File: src/rtl/sdi_ser_pkg.sv
package sdi_ser_pkg;
  localparam int unsigned WORD_W = 10;
  localparam int unsigned TAP_LO = 4;
  localparam int unsigned TAP_HI = 9;
  typedef logic [WORD_W-1:0] word_t;
endpackage

File: src/rtl/sdi_ser_shift.sv
module sdi_ser_shift #(
  parameter int unsigned W = 10
) (
  input  logic         clk_i,
  input  logic         rst_ni,
  input  logic         load_i,
  input  logic [W-1:0] word_i,
  output logic         bit_o
);
  logic [W-1:0] sh_q, sh_d;

  for (genvar i = 0; i < W; i++) begin : g_bit
    if (i == W-1) begin : g_top
      assign sh_d[i] = load_i ? word_i[i] : 1'b0;
    end else begin : g_mid
      assign sh_d[i] = load_i ? word_i[i] : sh_q[i+1];
    end
  end

  always_ff @(posedge clk_i or negedge rst_ni) begin
    if (!rst_ni) sh_q <= '0;
    else         sh_q <= sh_d;
  end

  assign bit_o = sh_q[0];

  a_r2_load_capture: assert property (@(posedge clk_i) disable iff (!rst_ni)
    load_i |=> sh_q == $past(word_i));
  a_r3_zero_fill: assert property (@(posedge clk_i) disable iff (!rst_ni)
    !load_i |=> !sh_q[W-1]);
endmodule

File: src/rtl/sdi_ser_scram.sv
module sdi_ser_scram #(
  parameter int unsigned TAP_LO = 4,
  parameter int unsigned TAP_HI = 9
) (
  input  logic clk_i,
  input  logic rst_ni,
  input  logic en_i,
  input  logic d_i,
  output logic s_o
);
  logic [TAP_HI-1:0] st_q;

  // history: st_q[j-1] holds the scrambled bit from j enabled edges ago
  assign s_o = d_i ^ st_q[TAP_LO-1] ^ st_q[TAP_HI-1];

  always_ff @(posedge clk_i or negedge rst_ni) begin
    if (!rst_ni)   st_q <= '0;
    else if (en_i) st_q <= {st_q[TAP_HI-2:0], s_o};
  end

  a_r8_scram_frozen: assert property (@(posedge clk_i) disable iff (!rst_ni)
    !en_i |=> $stable(st_q));
  a_r5_history_shift: assert property (@(posedge clk_i) disable iff (!rst_ni)
    en_i |=> st_q[TAP_HI-1:1] == $past(st_q[TAP_HI-2:0]));
endmodule

File: src/rtl/sdi_ser_nrzi.sv
module sdi_ser_nrzi (
  input  logic clk_i,
  input  logic rst_ni,
  input  logic en_i,
  input  logic s_i,
  output logic lvl_o
);
  logic lvl_q;

  assign lvl_o = lvl_q ^ s_i;

  always_ff @(posedge clk_i or negedge rst_ni) begin
    if (!rst_ni)   lvl_q <= 1'b0;
    else if (en_i) lvl_q <= lvl_o;
  end

  a_r6_hold_on_zero: assert property (@(posedge clk_i) disable iff (!rst_ni)
    (en_i && !s_i) |=> $stable(lvl_q));
  a_r8_nrzi_frozen: assert property (@(posedge clk_i) disable iff (!rst_ni)
    !en_i |=> $stable(lvl_q));
endmodule

File: src/rtl/sdi_serial_encoder.sv
module sdi_serial_encoder
  import sdi_ser_pkg::*;
#(
  parameter int unsigned W  = WORD_W,
  parameter int unsigned TL = TAP_LO,
  parameter int unsigned TH = TAP_HI
) (
  input  logic         clk_i,
  input  logic         rst_ni,
  input  logic [W-1:0] word_i,
  input  logic         load_i,
  input  logic         bypass_i,
  input  logic         lock_i,
  output logic         sdo_o,
  output logic         lock_o
);
  logic raw_bit, scr_bit, nrzi_lvl, sdo_q;

  sdi_ser_shift #(.W(W)) u_shift (
    .clk_i (clk_i), .rst_ni(rst_ni), .load_i(load_i),
    .word_i(word_i), .bit_o(raw_bit)
  );

  sdi_ser_scram #(.TAP_LO(TL), .TAP_HI(TH)) u_scram (
    .clk_i(clk_i), .rst_ni(rst_ni), .en_i(lock_i),
    .d_i(raw_bit), .s_o(scr_bit)
  );

  sdi_ser_nrzi u_nrzi (
    .clk_i(clk_i), .rst_ni(rst_ni), .en_i(lock_i),
    .s_i(scr_bit), .lvl_o(nrzi_lvl)
  );

  always_ff @(posedge clk_i or negedge rst_ni) begin
    if (!rst_ni)       sdo_q <= 1'b0;
    else if (!lock_i)  sdo_q <= 1'b0;
    else if (bypass_i) sdo_q <= raw_bit;
    else               sdo_q <= nrzi_lvl;
  end

  assign sdo_o  = sdo_q;
  assign lock_o = lock_i;

  a_r7_off_when_unlocked: assert property (@(posedge clk_i) disable iff (!rst_ni)
    !lock_i |=> !sdo_o);
  a_r4_bypass_raw: assert property (@(posedge clk_i) disable iff (!rst_ni)
    (lock_i && bypass_i) |=> sdo_o == $past(raw_bit));
endmodule

File: config.mk
export PLATFORM = sky130hd
export DESIGN_NAME = sdi_serial_encoder
export DESIGN_NICKNAME = d
export VERILOG_FILES = /design/src/rtl/sdi_ser_pkg.sv /design/src/rtl/sdi_ser_shift.sv /design/src/rtl/sdi_ser_scram.sv /design/src/rtl/sdi_ser_nrzi.sv /design/src/rtl/sdi_serial_encoder.sv
export SDC_FILE = /design/constraint.sdc
export NUM_CORES = 1
export LEC_CHECK = 0
export ABC_CLOCK_PERIOD_IN_PS = 1800
export BUFFER_PORTS_ARGS = -buffer_cell sky130_fd_sc_hd__clkbuf_2
export CORE_MARGIN = 2
export CORE_UTILIZATION = 55
export CTS_CLUSTER_DIAMETER = 30
export DETAILED_ROUTE_END_ITERATION = 10
export PLACE_DENSITY = 0.8
export SYNTH_ARGS = -nofsm -noshare
export SYNTH_HDL_FRONTEND = slang
export SYNTH_SLANG_ARGS = --single-unit
File: constraint.sdc
create_clock -name clk_i -period 1.8 [get_ports clk_i]
set_input_delay 0.27 -clock clk_i [delete_from_list [all_inputs] [get_ports clk_i]]
set_output_delay 0.27 -clock clk_i [all_outputs]
set_load 0.005 [all_outputs]
==> results of run 1 <==
[metrics by stage]
stage | hold slack, ns | setup WS, ns | util [%]
2_1_floorplan | -0.02559 | 0.6359 | -
3_3_place_gp | 0.2550 | 0.5968 | 66.73
3_5_place_dp | 0.2576 | 0.5884 | 66.73
4_1_cts | 0.1742 | 0.5724 | 69.51
5_1_grt | 0.1618 | 0.5274 | 69.51
6_report | 0.1815 | 0.5822 | 69.51
[cells by family (layout without fill, tap and decap cells)]
kind of cell              Yosys count  after routing  synth area share, %
buffers and inverters               4             22                2.890
xor gates and xnor gates            2              2                2.131
muxes                              20             20                27.25
and+or+nand+nor                     5              5                3.197
DFF                                21             21                63.93
AOI/OAI and AO/OA                   1              1               0.6082
[per-layer routing]
| layer | track usage (%) | part of all wire (%) | up-vias |
|---|---|---|---|
| met3 | 5.106 | 5.5 | 2 |
| met5 | 0 | 0 | - |
| met2 | 19.09 | 46 | 13 |
| met1 | 18.70 | 47 | 207 |
| met4 | 7.500 | 1.4 | 0 |
| li1 | - | - | 215 |
[synthesized netlist by cell type]
cell / number / share of area (%)
and2_1: 1 / 0.76
buf_2: 1 / 0.61
buf_4: 2 / 1.8
dfrtp_1: 21 / 64
inv_1: 1 / 0.46
mux2_2: 19 / 26
mux2i_1: 1 / 1.2
nand2_1: 1 / 0.46
nand2b_1: 1 / 0.76
nor2_1: 1 / 0.46
nor2b_1: 1 / 0.76
o21ai_0: 1 / 0.61
xnor2_1: 1 / 1.1
xor2_1: 1 / 1.1
[repair_timing]
| item | 4_1_cts | 5_1_grt |
|---|---|---|
| endpoints found under the hold margin | 21 | 0 |
| endpoints found under the setup margin | 0 | 0 |
| hold buffers | 1 | 0 |
[sequential cells by signal (all words and copies together), names as in the netlist]
register and flops:
u_nrzi.lvl_q 1, u_shift.sh_q 10, u_scram.st_q 9, sdo_o 1
[area by class of cell]
cell class / count / area share, %
inverter: 1 / 0.4000
timing repair buffer: 17 / 9.600
sequential: 21 / 56.00
clock buffer: 3 / 2.400
clock inverter: 1 / 0.5333
tap: 15 / 2.000
multi-input combinational: 28 / 29.07
[power by group through the flow]
stage	logic, uW	registers (uW)	clock network [uW]
after CTS	271	680	224
after global placement	262	685	0
after global routing	294	694	254
after floorplan	218	671	0
after detailed placement	269	690	0
final	263	678	212
[critical path: stages (launching register included)]
cell and delay (ns):
dfrtp_1 0.40, xor2_1 0.22, mux2_2 0.37, mux2i_1 0.12
[worst paths after layout]
path	endpoint	slack [ns]
setup / recovery	sdo_o	0.58
hold / removal	u_shift.sh_q[9]	0.18
setup reg to reg	sdo_o	0.58
hold reg to reg	u_shift.sh_q[0]	0.48
max in group asynchronous	u_scram.st_q[0]	1.00
min in group asynchronous	u_scram.st_q[7]	0.46
==> impl_metrics.yaml, run 1 <==
critical_path:
  required_ns: 1.98
  arrival_ns: 1.40
  crit_path_max_fanout: 2
  worstRegToRegCells: 3
  endpoint_kind: "flop"
  cp-start-kind: "flop"
  criticalPathCategory: "flop to flop"
  rr_startpoint: "u_scram.st_q[8]"
  startpoint: "u_scram.st_q[8]"
synthesis:
  synth_fp_nets: 68
  syn_inst: 53
  yosysWarnings: 0
  synth_cell_types: 14
  seq_area_frac_synth_pct: 63.93
  netlist_area_sq_um: 822.0
  ys_ff_latch: 21
  syn_avg_cell_area_sq_um: 15.51
placement:
  gp_congestion: 0.6742
  dpl-instance-area_sq_um: 900.9
  dp_hpwl_microns: 722.4
  portBuffers: 16
  dpl.cell_count: 81
power:
  power_density_nw_per_um2: 1230
  pwr-share-seq_pct: 58.8
  p_clk_share_pct: 18.4
  peakVddDrop_mv: 0.8008
  switching_share_pct: 24.83
  p_leak_uw: 0.0004486
  finalPower_uw: 1154
  p_comb_share_pct: 22.8
  intPower_uw: 867.4
  switchingPower_uw: 286.6
route:
  wl_microns: 990
  via_per_inst: 5.081
  drc: 0
  drtAntennaViolNets: 0
  dr.pass1.iters: 2
  num_vias: 437
  drtIter0Drc: 3
  wire_per_inst_microns: 11.51
clock_network:
  postCtsSetupBuffers: 0
  tritoncts.num_buffers: 3
  postCtsResizedCells: 0
  clk_pin_slew_ns: 0.11
  cts_tree: "built"
  clock-sinks: 21
  clock_path_buffers: 2
  root_buffer: "clkbuf_4"
  h-tree-depth: 1
  clk_latency_ns: 0.29
layout:
  seqCellArea_sq_um: 525.5
  insertedDiodeCount: 0
  fin_area_sq_um: 938.4
  final_common_cell: "dfrtp_1"
  multiInputGateArea_sq_um: 272.8
  drive_above_1_share_pct: 54.93
  final_cells: 86
  layout_common_cells: "dfrtp_1, mux2_2, clkbuf_2"
  fillers: 100
  area_growth_pct: 14.16
  final_net_count: 87
job:
  cap_viol_max_count: 0
die:
  dieArea_sq_um: 1820
  die_w_microns: 42.66
  initial_utilization_pct: 60.89
  core_sq_um: 1350
  io_pins: 17
  die_h_microns: 42.66
  row_count: 13
timing:
  setup_viol: 0
  finalHoldViolations: 0
  rsz0062_at_grt: "false"
  layout_min_cycle_time_ns: 1.218
  post-route-period-util_pct: 67.66
  tightest_slew_ns: 0.4999
  max_freq_mhz: 821.1
  drv_slew: 0
  clock_skew_ns: 0.01008
  fin_tns_setup_ns: 0
  slew_headroom_pct: 66.68
global_route:
  grt_max_degree: 22
  grt_pass1_vias: 431
  grt_pass1_wl_mm: 1.842
  grt_overflow: 0
  antenna_found_initial: 0
  grt_usage_pct: 13.81
worst_hold_path:
  min_path_cells: 2
  hold_path.class: "input port to flop"
  hp-start: "word_i[9]"
run_status:
  status: "completed"
(Power assumes the default switching activity.)
==> run 2, diff against run 1 <==
Settings changed: ABC_CLOCK_PERIOD_IN_PS 1800 to 1060, CORE_ASPECT_RATIO set to 0.8, CORE_UTILIZATION 55 to 46, PLACE_DENSITY 0.8 to 0.72.
Clock period 1.8 ns to 1.06 ns, I/O delays scaled along.
==> impl_metrics.yaml, run 2 (synthesized netlist as in run 1, its figures left out) <==
route:
  num_vias: 455
  wl_mm: 1.088
  drtIter0Drc: 0
  via_per_inst: 4.789
  drtAntennaViolNets: 0
  drc: 0
  wire_per_inst_microns: 11.45
  dr.pass1.iters: 1
timing:
  max_freq_mhz: 842.0
  finalHoldViolations: 0
  clock_skew_ns: 0.001101
  drv_slew: 0
  post-route-period-util_pct: 112.0
  layout_min_cycle_time_ns: 1.188
  slew_headroom_pct: 67.01
  layout_setup_ws_ns: -0.1276
  fin_tns_setup_ns: -0.2891
  hold-worst-slack_ns: 0.07421
  rsz0062_at_grt: "true"
  setup_viol: 3
  tightest_slew_ns: 0.4949
clock_network:
  clk_pin_slew_ns: 0.10
  cts_tree: "built"
  clk_latency_ns: 0.29
  root_buffer: "clkbuf_4"
  clock-sinks: 21
  postCtsSetupBuffers: 0
  clock_path_buffers: 2
  tritoncts.num_buffers: 3
  h-tree-depth: 1
layout:
  drive_above_1_share_pct: 56.16
  final_cells: 95
  reg.largest.list: "u_shift.sh_q (10), u_scram.st_q (9)"
  largest_register_ffs: 10
  final_common_cell: "dfrtp_1"
  largest_register: "u_shift.sh_q"
  insertedDiodeCount: 0
  fillers: 145
  area_growth_pct: 20.24
  layout_common_cells: "dfrtp_1, mux2_2, clkbuf_2"
  final_net_count: 89
  fin_area_sq_um: 988.4
placement:
  dpl.cell_count: 90
  gp_congestion: 0.6506
  portBuffers: 16
  dpl-instance-area_sq_um: 952.2
run_status:
  violations: "negative setup slack"
  status: "complete, but fails checks"
global_route:
  grt_max_degree: 22
  antenna_found_initial: 0
  grt_overflow: 0
  grt_pass1_vias: 468
  grt_pass1_wl_mm: 1.952
  grt_usage_pct: 12.87
critical_path:
  crit_path_max_fanout: 2
  endpoint_kind: "flop"
  reg2reg_setup_slack_ns: -0.13
  cp-start-kind: "flop"
  arrival_ns: 1.38
  required_ns: 1.25
  criticalPathCategory: "flop to flop"
die:
  dieArea_sq_um: 2143
  initial_utilization_pct: 49.55
  die_h_microns: 41.81
  io_pins: 17
  core_sq_um: 1659
  die_w_microns: 51.27
  row_count: 13
power:
  p_leak_uw: 0.0004696
  peakVddDrop_mv: 1.227
  power_density_nw_per_um2: 2095
worst_hold_path:
  hold_path.class: "input port to flop"
job:
  cap_viol_max_count: 0
[run 2: changes by cell type in the layout (fill, tap and decap cells not counted), sizes merged]
cell | before | now
buf | 0 | 2
clkbuf | 19 | 20
clkinv | 1 | 0
[run 2: critical path, stage by stage, from the launching register on]
cell and delay [ns]:
dfrtp_1 0.42, xor2_2 0.22, mux2_4 0.33, xnor2_1 0.12
[run 2: through the flow]
step           util (%)  total power [uW]  setup slack [ns]
5_1_grt           59.58              2221           -0.1776
2_1_floorplan         -              1575          -0.09972
3_5_place_dp      57.39              1727           -0.1165
4_1_cts           59.58              2100           -0.1348
3_3_place_gp      57.39              1707           -0.1059
6_report          59.58              2071           -0.1276
[run 2: repair_timing]
action,in CTS,in global routing
endpoints found under the hold margin,21,0
resized for setup,0,1
setup endpoints to repair,3,3
pin swaps,0,0
hold buffers,1,0
[run 2: final cells by class]
type / instances / area [sq um] / area share [%]
timing repair buffer: 19 / 117.6 / 11.90
inverter: 1 / 3.754 / 0.3797
clock buffer: 4 / 26.28 / 2.658
multi-input combinational: 28 / 287.8 / 29.11
sequential: 21 / 525.5 / 53.16
tap: 22 / 27.53 / 2.785
[run 2: final timing paths]
kind,startpoint,endpoint,cells after the start
max in group asynchronous,rst_ni,u_scram.st_q[6],2
min in group asynchronous,rst_ni,u_shift.sh_q[2],2
worst max-delay path,u_scram.st_q[3],u_nrzi.lvl_q,3
worst max register to register,u_scram.st_q[3],u_nrzi.lvl_q,3
worst min-delay path,word_i[9],u_shift.sh_q[9],2
worst min register to register,u_shift.sh_q[5],u_shift.sh_q[4],1
[run 2: per-layer routing]
metal	global-route usage [%]	routed length (microns)
met5	0	0
met4	3.158	12
met3	7.554	77
met2	19.74	498
met1	15.63	499
[run 2: power breakdown]
part | internal, uW | total (uW) | leakage (uW) | switching [uW]
combinational | 366 | 544 | 0.000201 | 178
sequential | 1040 | 1160 | 0.000253 | 125
clock | 146 | 364 | 0.0000150 | 218
